[src/rtl/clkcfg_pkg.sv]
package clkcfg_pkg;
  localparam int unsigned BYTE_W    = 8;
  localparam int unsigned NUM_REGS  = 6;
  localparam int unsigned DIS_W     = (NUM_REGS - 1) * BYTE_W;

  // Reset value of configuration register i.
  function automatic logic [BYTE_W-1:0] reg_reset(input int unsigned i);
    case (i)
      0:       return 8'h00;
      1:       return 8'h0F;
      2:       return 8'h7F;
      default: return 8'hFF;
    endcase
  endfunction

  typedef enum logic [1:0] {
    MODE_NORMAL = 2'b00,
    MODE_RSVD   = 2'b01,
    MODE_SPREAD = 2'b10,
    MODE_HIZ    = 2'b11
  } mode_e;
endpackage

[src/rtl/clkcfg_seq.sv]
module clkcfg_seq #(
  parameter logic [7:0]  DEV_ADDR  = 8'hD2,
  parameter int unsigned HDR_BYTES = 3,
  parameter int unsigned NUM_DATA  = 8,
  parameter int unsigned NUM_REGS  = 6,
  localparam int unsigned TOTAL    = HDR_BYTES + NUM_DATA,
  localparam int unsigned POS_W    = $clog2(TOTAL + 1),
  localparam int unsigned IDX_W    = $clog2(NUM_REGS)
) (
  input  logic             clk,
  input  logic             rst,
  input  logic             byte_vld,
  input  logic [7:0]       byte_data,
  input  logic             xfer_start,
  input  logic             xfer_stop,
  output logic             wr_en,
  output logic [IDX_W-1:0] wr_idx,
  output logic [POS_W-1:0] pos_q,
  output logic             addr_ok_q
);
  logic active_q;
  logic take;

  assign take = byte_vld && active_q && !xfer_start && !xfer_stop;

  always_ff @(posedge clk) begin
    if (rst) begin
      pos_q     <= '0;
      active_q  <= 1'b0;
      addr_ok_q <= 1'b0;
    end else if (xfer_start) begin
      pos_q     <= '0;
      active_q  <= 1'b1;
      addr_ok_q <= 1'b0;
    end else if (xfer_stop) begin
      active_q  <= 1'b0;
    end else if (take) begin
      if (pos_q == '0) addr_ok_q <= (byte_data == DEV_ADDR);
      if (pos_q != POS_W'(TOTAL)) pos_q <= pos_q + 1'b1;
    end
  end

  assign wr_en  = take && addr_ok_q &&
                  (pos_q >= POS_W'(HDR_BYTES)) &&
                  (pos_q <  POS_W'(HDR_BYTES + NUM_REGS));
  assign wr_idx = IDX_W'(pos_q - POS_W'(HDR_BYTES));
endmodule

[src/rtl/clkcfg_regfile.sv]
module clkcfg_regfile
  import clkcfg_pkg::*;
#(
  parameter int unsigned NREGS = NUM_REGS,
  localparam int unsigned IDX_W = $clog2(NREGS)
) (
  input  logic                         clk,
  input  logic                         rst,
  input  logic                         wr_en,
  input  logic [IDX_W-1:0]             wr_idx,
  input  logic [BYTE_W-1:0]            wr_data,
  output logic [NREGS-1:0][BYTE_W-1:0] regs
);
  for (genvar gi = 0; gi < NREGS; gi++) begin : g_reg
    always_ff @(posedge clk) begin
      if (rst)
        regs[gi] <= reg_reset(gi);
      else if (wr_en && wr_idx == IDX_W'(gi))
        regs[gi] <= wr_data;
    end
  end
endmodule

[src/rtl/clkcfg_decode.sv]
module clkcfg_decode
  import clkcfg_pkg::*;
(
  input  logic [NUM_REGS-1:0][BYTE_W-1:0] regs,
  output logic [3:0]                      freq_sel,
  output logic                            freq_from_reg,
  output logic [1:0]                      mode,
  output logic [DIS_W-1:0]                clk_dis_n
);
  logic [7:0] b0;
  assign b0            = regs[0];
  assign freq_sel      = {b0[2], b0[6], b0[5], b0[4]};
  assign freq_from_reg = b0[3];

  always_comb begin
    case (mode_e'(b0[1:0]))
      MODE_SPREAD: mode = MODE_SPREAD;
      MODE_HIZ:    mode = MODE_HIZ;
      default:     mode = MODE_NORMAL;
    endcase
  end

  for (genvar gk = 1; gk < NUM_REGS; gk++) begin : g_dis
    assign clk_dis_n[(gk-1)*BYTE_W +: BYTE_W] = regs[gk];
  end
endmodule

[src/rtl/clkcfg_regs.sv]
module clkcfg_regs
  import clkcfg_pkg::*;
#(
  parameter logic [7:0]  DEV_ADDR  = 8'hD2,
  parameter int unsigned HDR_BYTES = 3,
  parameter int unsigned NUM_DATA  = 8,
  localparam int unsigned POS_W    = $clog2(HDR_BYTES + NUM_DATA + 1),
  localparam int unsigned IDX_W    = $clog2(NUM_REGS)
) (
  input  logic             clk,
  input  logic             rst,
  input  logic             byte_vld,
  input  logic [7:0]       byte_data,
  input  logic             xfer_start,
  input  logic             xfer_stop,
  output logic [3:0]       freq_sel,
  output logic             freq_from_reg,
  output logic [1:0]       mode,
  output logic [DIS_W-1:0] clk_dis_n
);
  logic                              wr_en;
  logic [IDX_W-1:0]                  wr_idx;
  logic [POS_W-1:0]                  pos_q;
  logic                              addr_ok_q;
  logic [NUM_REGS-1:0][BYTE_W-1:0]   regs;

  clkcfg_seq #(
    .DEV_ADDR (DEV_ADDR),
    .HDR_BYTES(HDR_BYTES),
    .NUM_DATA (NUM_DATA),
    .NUM_REGS (NUM_REGS)
  ) i_seq (
    .clk       (clk),
    .rst       (rst),
    .byte_vld  (byte_vld),
    .byte_data (byte_data),
    .xfer_start(xfer_start),
    .xfer_stop (xfer_stop),
    .wr_en     (wr_en),
    .wr_idx    (wr_idx),
    .pos_q     (pos_q),
    .addr_ok_q (addr_ok_q)
  );

  clkcfg_regfile #(.NREGS(NUM_REGS)) i_rf (
    .clk    (clk),
    .rst    (rst),
    .wr_en  (wr_en),
    .wr_idx (wr_idx),
    .wr_data(byte_data),
    .regs   (regs)
  );

  clkcfg_decode i_dec (
    .regs         (regs),
    .freq_sel     (freq_sel),
    .freq_from_reg(freq_from_reg),
    .mode         (mode),
    .clk_dis_n    (clk_dis_n)
  );
endmodule

[config.mk]
export PLATFORM = sky130hd
export DESIGN_NAME = clkcfg_regs
export DESIGN_NICKNAME = d
export VERILOG_FILES = /design/src/rtl/clkcfg_pkg.sv /design/src/rtl/clkcfg_seq.sv /design/src/rtl/clkcfg_regfile.sv /design/src/rtl/clkcfg_decode.sv /design/src/rtl/clkcfg_regs.sv
export SDC_FILE = /design/constraint.sdc
export NUM_CORES = 1
export LEC_CHECK = 0
export BUFFER_PORTS_ARGS = -buffer_cell sky130_fd_sc_hd__buf_2
export CAP_MARGIN = 0
export CORE_MARGIN = 3
export CORE_UTILIZATION = 31
export CTS_CLUSTER_DIAMETER = 80
export DETAILED_ROUTE_END_ITERATION = 8
export PLACE_DENSITY = 0.53
export SYNTH_ARGS = -nofsm -noshare
export SYNTH_HDL_FRONTEND = slang
export SYNTH_SLANG_ARGS = --single-unit
[constraint.sdc]
create_clock -name clk -period 4.45 [get_ports clk]
set_input_delay 0.445 -clock clk [delete_from_list [all_inputs] [get_ports clk]]
set_output_delay 0.445 -clock clk [all_outputs]
set_load 0.02 [all_outputs]
==> impl_summary.md, run 1 <==
Run status
The flow ran to the end, and the final reports show no timing, DRC or antenna violations.

Synth
Each instance of the synthesized netlist takes up on average 10.0 sq um. The share of the Yosys chip area taken by registers is 39.4%. The flip-flop and latch count after synthesis is 53. Synthesis handed over a netlist of 269 instances. The count of flip-flops with a built-in enable after synthesis is 0. For this run, asynchronously set or reset flops after synthesis account for 0%. After synthesis the cells add up to 2690 sq um.

The post-synth net total is 289. Counting distinct cell types in the post-synthesis netlist gives 27. The most used flip-flop cell after synthesis is sky130_fd_sc_hd__dfxtp_1. For this run, the number of Yosys warnings is 0.

Clocking
Clock tree synthesis inserted a total of 5 buffers. The H-tree was split into 2 levels. Clock latency on the worst-skew pair, taken at its later pin, is 320 ps. The clock passes through at most 2 buffers.

In this run the post-CTS setup repair buffer count came out at 0. The clock tree from TritonCTS is done. Post-CTS repair changed the size of 0 cells. The number of hold buffers added after CTS was 0.

The clock root buffer is sky130_fd_sc_hd__clkbuf_8. After clock tree synthesis, the clock-pin slew on the worst setup and hold paths is 100 ps. The count of clock tree sinks is 53.

Die
Row generation in the floorplan step produced 33 rows. The core area is 8340 sq um. The vertical die dimension is 99.2 um.

In this run the horizontal extent of the chip is 99.2 um. Pin placement for this block handled 60 I/O pins. The area of the die is 9840 sq um.

The starting density of the core is 32.3%.

Setup path
The data arrival time of the critical path is 2390 ps. The cell type of the slowest stage on the worst timing path is sky130_fd_sc_hd__a211oi_4. The kind of capture point of the worst setup path is a register. The maximum single-stage delay on the critical path is 560 ps.

The worst setup path is of the reg -> reg kind. Among cell families on the critical path, the largest total delay comes from adder cells. At the worst endpoint, the required time is 4700 ps. Traced cell by cell, the critical path runs through ha_1 -> ha_1 -> nand3b_1 -> a211oi_4 -> mux2i_1. Together, buffers and inverters on the worst path number 0. The startpoint kind of the worst setup timing path is a register. In this design, the critical path's most frequently occurring cell is sky130_fd_sc_hd__ha_1. In this run the worst path has a maximum fanout of 8.

Layout
The area growth from synthesis to layout is 5.72%. Registers take 1060 sq um. The number of non-filler instances in the completed layout is 388. The count of inserted antenna diode cells is 0.

The number of filler instances in the final layout is 875. The share of final-layout standard cells stronger than drive strength 1 is 29.0%. The final cell utilization of the core is 34.1%.

In the layout the commonest cells are 59 x sky130_fd_sc_hd__buf_2, 53 x sky130_fd_sc_hd__dfxtp_1, 47 x sky130_fd_sc_hd__mux2i_1. Summing all multi-input logic gate instances after layout gives 1230 sq um. The most common cell after layout, fill and taps aside is sky130_fd_sc_hd__buf_2.

The final layout net count is 302.

STA
At the pin with the least slew margin, the transition time is 676 ps. The final worst hold slack is 373 ps. The final cycle utilization of the critical path is 48.0%. Derived from the worst setup path, the maximum achievable clock frequency is 468 MHz. The number of pins exceeding their max-slew limit in the final report was 0. In the final timing run, aggregate negative setup slack is 0 ps. The worst path needs 2140 ps of the cycle, external delays included. The tightest slew margin relative to the limit is 54.8%. Between clock sinks in the finished design, the worst skew comes to 10.2 ps. Setup repair after global routing left no endpoint under its margin.

The final number of setup-violating endpoints is 0. The count of final hold-check violations came to 0.

GRT
The first global-routing pass estimated 9.26 mm of wire. The number of global-route vias before repair is 1744. For this run the aggregate overflow at the end of global routing stands at 0. The maximum number of pins on one net before global-route repair is 66. Global routing consumed, over all layers together, 11.7% of the routing resources. The initial antenna violation count came to 0.

Detailed routing
The total vias in the final route is 1732. After detailed routing, the average wire length per cell comes to 14.5 um. The number of design-rule violations left by the first detailed-router iteration is 90.

The remaining routing DRC violations is 0. The detailed-router iteration count before antenna repair is 4. Once detail routing completed, the nets flagged for antenna violations numbered 0.

For this block, the routed nets add up to 5.64 mm of wire. The average vias per placed instance is 4.46.

Placement
The final weighted congestion in routability-driven placement is 0.827. The count of buffers added on input and output ports is 59. The wire-length estimate of the detail-placed layout is 3.98 mm. In this run, placement finished with an instance count of 380.

Power and ir drop
IR analysis of the VDD net gives a maximum drop of 0.130 mV. The power density over the cells is 285 nW/um^2. The leakage component of the power is 0.941 nW. Power comes to 813 uW.

Worst hold path
The tightest min-delay check is of the in -> reg type.

Run
The max-capacitance violation count is 0.
[metal layers]
metal | up-vias | wire length [um] | global-route usage, %
li1 | 871 | - | -
met4 | 0 | 51 | 3.15
met1 | 805 | 2880 | 16.5
met2 | 50 | 2410 | 17.8
met3 | 6 | 294 | 3.02
met5 | - | 0 | 0
[worst reg2reg max path: stages, from the launching register on]
cell	delay (ps)
sky130_fd_sc_hd__dfxtp_1	410
sky130_fd_sc_hd__ha_1	320
sky130_fd_sc_hd__ha_1	320
sky130_fd_sc_hd__nand3b_1	210
sky130_fd_sc_hd__a211oi_4	560
sky130_fd_sc_hd__mux2i_1	250
[registers in the layout, indices dropped and copies added (netlist names)]
name,flops
i_seq.active_q,1
i_seq.pos_q,4
i_rf.regs,47
i_seq.addr_ok_q,1
[through the flow]
step	setup slack (ps)	instance area, sq um
finish	2310	2850
detailed placement	2340	2740
global placement	2380	2740
global route	2180	2850
floorplan	2640	2690
CTS	2300	2850
[final cells by class]
class,instances,share of cell area (%)
clock buffers,5,2.42
clock inverters,3,1.19
inverters,4,0.527
multi-input cells,158,43.3
flip-flops and latches,53,37.3
well taps,105,4.62
repair buffers,60,10.6
[logic make-up after synthesis]
family	after synthesis	synth area share, %
AND/OR/NAND/NOR	87	17.9
buffers and inverters	58	14.8
flip-flops	53	39.4
multiplexers	47	17.5
AO/OA/AOI/OAI	17	7.20
adder cells (fa/ha/maj)	7	3.25
[cells in the mapped netlist (2+ instances only)]
library cell | count | area (sq um)
sky130_fd_sc_hd__dfxtp_1 | 53 | 1060
sky130_fd_sc_hd__a211oi_4 | 6 | 120
sky130_fd_sc_hd__buf_4 | 44 | 330
sky130_fd_sc_hd__nand3b_1 | 4 | 30.0
sky130_fd_sc_hd__o21ai_0 | 3 | 15.0
sky130_fd_sc_hd__nand2b_1 | 20 | 125
sky130_fd_sc_hd__ha_1 | 7 | 87.6
sky130_fd_sc_hd__nor2_1 | 44 | 165
sky130_fd_sc_hd__buf_6 | 2 | 22.5
sky130_fd_sc_hd__mux2i_1 | 47 | 470
sky130_fd_sc_hd__clkbuf_1 | 8 | 30.0
sky130_fd_sc_hd__a21oi_1 | 6 | 30.0
sky130_fd_sc_hd__nor4bb_1 | 2 | 20.0
sky130_fd_sc_hd__or3_2 | 2 | 15.0
sky130_fd_sc_hd__inv_1 | 4 | 15.0
sky130_fd_sc_hd__nand2_1 | 3 | 11.3
sky130_fd_sc_hd__nand3_1 | 4 | 20.0
[report_power, final]
group          switching, mW  internal [mW]  total (mW)  leakage [nW]
clock network          0.182          0.118       0.300        0.0511
registers           0.000836          0.475       0.476         0.429
logic                 0.0243         0.0130      0.0373         0.462
[final timing paths]
path                    end  slack [ps]           start  depth (start not counted)
max           i_rf.regs[29]        2310  i_seq.pos_q[0]                          5
min          i_seq.active_q         370      xfer_start                          3
max reg2reg   i_rf.regs[29]        2310  i_seq.pos_q[0]                          5
min reg2reg    i_rf.regs[5]         480    i_rf.regs[5]                          2
Note: power is estimated with default switching activity, not from simulation.
==> run 2: changes to the inputs <==
Clock period 4.45 ns to 2.2 ns, I/O delays scaled along.
==> run 2 against run 1 <==
  * Critical path depth grew 1
  * First-iteration DRC count fell by 20%
  * Register-to-register slack worse by 2000 ps
  * Via count is 2.2% higher
  * Combinational power increased by 110%
  * Sequential cell count unchanged
  * Global-route usage hardly changed
  * Critical endpoint is now i_rf.regs[8]
  * Largest power group unchanged
  * Highest routed layer unchanged
==> impl_summary.md, run 2 (synthesis results as in run 1) <==
Die
The starting density of the core was 32.3% (unchanged). The number of core rows is 33 (unchanged). The area of the die came to 9840 sq um (unchanged). The number of top-level pins is 60 (unchanged). The core area came to 8340 sq um (unchanged). The horizontal die dimension is 99.2 um (unchanged). The vertical die dimension is 99.2 um (unchanged).

Clocking
The post-CTS setup-driven buffer insertion count is 0 (unchanged). The quantity of gates resized following cts is 0 (unchanged). The count of clock tree sinks is 53 (unchanged). The total of hold buffers inserted after clock tree synthesis is 0 (unchanged). The H-tree depth is 2 (unchanged).

The number of buffers on the longest clock path was 2 (unchanged). The clock tree from TritonCTS is done. The register clock-pin slew on the reported worst setup and hold paths is 100 ps (about the same). The clock latency on the worst-skew pair came to 310 ps (about the same).

The number of clock buffers inserted by TritonCTS is 5 (unchanged). The clock root buffer is sky130_fd_sc_hd__clkbuf_8.

GRT
The initial antenna violation count is 0 (unchanged). The residual overflow from global routing came to 0 (unchanged). The combined global-route utilization of all metal layers is 11.8% (+0.031 points). The maximum number of pins on one net before global-route repair is 36 (-45%). The first-pass GRT wire length is 9.13 mm (-1.4%). The number of global-route vias before repair is 1777 (+1.9%).

Setup path
The data required time of the worst path is 2440 ps (-2260 ps). The data arrival time of the critical path is 2120 ps (-270 ps). The maximum single-stage delay on the critical path is 410 ps (-150 ps).

The most frequent cell on the critical path is sky130_fd_sc_hd__ha_1. The critical-path maximum fanout is 8 (unchanged). STA classifies the critical path startpoint as a register.

The category of the most critical setup path is reg -> reg. Traced cell by cell, the critical path runs through ha_1 -> ha_1 -> nand3b_1 -> a211oi_4 -> buf_4 -> mux2i_1. The cell type of the slowest stage on the worst timing path is sky130_fd_sc_hd__dfxtp_1.

The flop-to-flop setup slack is 320 ps (-2000 ps). The worst setup path is captured at a register.

Layout
The share of final-layout standard cells stronger than drive strength 1 is 30.9% (+2.0 points). The footprint of the flip-flops and latches is 1060 sq um (unchanged). The final layout net count was 310 (+2.6%). The largest registers in the layout are i_rf.regs: 47 flops, i_seq.pos_q: 4 flops.

The number of flip-flops under the largest register name is 47 (unchanged). The library cells used most frequently in the layout, excluding fill and tap cells, are 59 x sky130_fd_sc_hd__buf_2, 53 x sky130_fd_sc_hd__dfxtp_1, 47 x sky130_fd_sc_hd__mux2i_1. The library cell used most frequently in the layout, excluding fill and tap cells, is sky130_fd_sc_hd__buf_2.

The number of filler instances in the final layout came to 872 (-0.34%). The signed area change from the synthesized netlist to the final layout is 8.74%. The register with the most flip-flops is i_rf.regs. The combined area of the multi-input logic cells is 1230 sq um (unchanged). The count of inserted antenna diode cells is 0 (unchanged).

STA
The highest clock rate is 531 MHz (+13%). The minimum setup slack in the final design came to 318 ps (-2000 ps). The final number of setup-violating endpoints came to 0 (unchanged). The tightest slew margin relative to the limit is 60.5% (+5.7 points). Setup repair after global routing left no endpoint under its margin. The final worst hold slack is 152 ps (-221 ps). The final critical path time including I/O delays and setup is 1880 ps (-254 ps). The count of final hold-check violations came to 0 (unchanged). The final cycle utilization of the critical path is 85.6% (+38 points).

The number of pins exceeding their max-slew limit in the final report is 0 (unchanged). The total negative slack for setup checks is 0 ps (unchanged). The clock tree skew after final layout was 6.56 ps (-3.66 ps). The slew of the pin with the lowest slew margin is 592 ps (-83.9 ps).

Power and ir drop
The worst ir drop on vdd came to 0.284 mV (+120%). The leakage component of the power came to 0.996 nW (+5.8%). The power density over the cells is 603 nW/um^2 (+110%).

Run
The max-capacitance violation count is 0 (unchanged).

Detailed routing
The sum of routed wire length over all layers was 5.60 mm (-0.59%). The total vias in the final route was 1770 (+2.2%). The detail-routed net length per standard cell was 14.1 um (-2.6%). The average vias per placed instance came to 4.47 (+0.13%). The remaining routing DRC violations is 0 (unchanged). The remaining number of nets flagged by the antenna check after routing was 0 (unchanged). The number of design-rule violations left by the first detailed-router iteration was 72 (-20%). The detailed-router iteration count before antenna repair is 4 (unchanged).

Run status
The run finished with clean final reports.

Placement
The count of input and output buffers is 59 (unchanged). The final weighted congestion in routability-driven placement is 0.777 (-6.1%). The detailed-placement wirelength estimate is 4.19 mm (+5.2%). The worst slack at placement was 341 ps (-2000 ps).

Worst hold path
The classification of the worst-slack hold path is in -> reg.
run 2: per-stage QoR:
stage / power (mW) / cells / utilization (%) / cell area [sq um]
floorplan: 1.03 / 269 / - / 2690
global placement: 1.06 / 388 / 33.6 / 2800
detailed placement: 1.06 / 388 / 33.6 / 2800
CTS: 1.79 / 396 / 35.1 / 2930
global route: 1.83 / 396 / 35.1 / 2930
finish: 1.77 / 396 / 35.1 / 2930
run 2: where the power goes:
group	internal (mW)	switching (mW)	total, mW	leakage (nW)
Combinational	0.0285	0.0493	0.0778	0.504
Clock	0.379	0.348	0.727	0.0633
Sequential	0.960	0.00175	0.962	0.429
Total	1.37	0.399	1.77	0.996
run 2: path summary, 6_finish.rpt:
| check | start | to | depth (start not counted) |
|---|---|---|---|
| setup / recovery | i_seq.pos_q[0] | i_rf.regs[8] | 6 |
| hold / removal | xfer_start | i_seq.active_q | 3 |
| setup reg to reg | i_seq.pos_q[0] | i_rf.regs[8] | 6 |
| hold reg to reg | i_rf.regs[4] | i_rf.regs[4] | 2 |
run 2: cell type report:
| type | count | share of cell area, % |
|---|---|---|
| repair buffers | 68 | 12.4 |
| clock inverters | 2 | 1.41 |
| inverters | 4 | 0.513 |
| clock buffers | 6 | 2.82 |
| flip-flops and latches | 53 | 36.2 |
| multi-input cells | 158 | 42.1 |
| well taps | 105 | 4.49 |
run 2: worst max-delay path, delay by kind of cell (launching register included):
family          cells  cell delay (ps)
mux                 1              200
simple gates        1              210
compound gates      1              170
buf+inv             1              230
flops               1              410
fa+ha+maj           2              610
run 2: metal layers:
layer	global-route usage, %	vias up	wire (um)
met1	15.2	832	2710
li1	-	890	-
met2	18.6	42	2510
met3	4.21	6	306
met4	3.15	0	74
met5	0	-	0
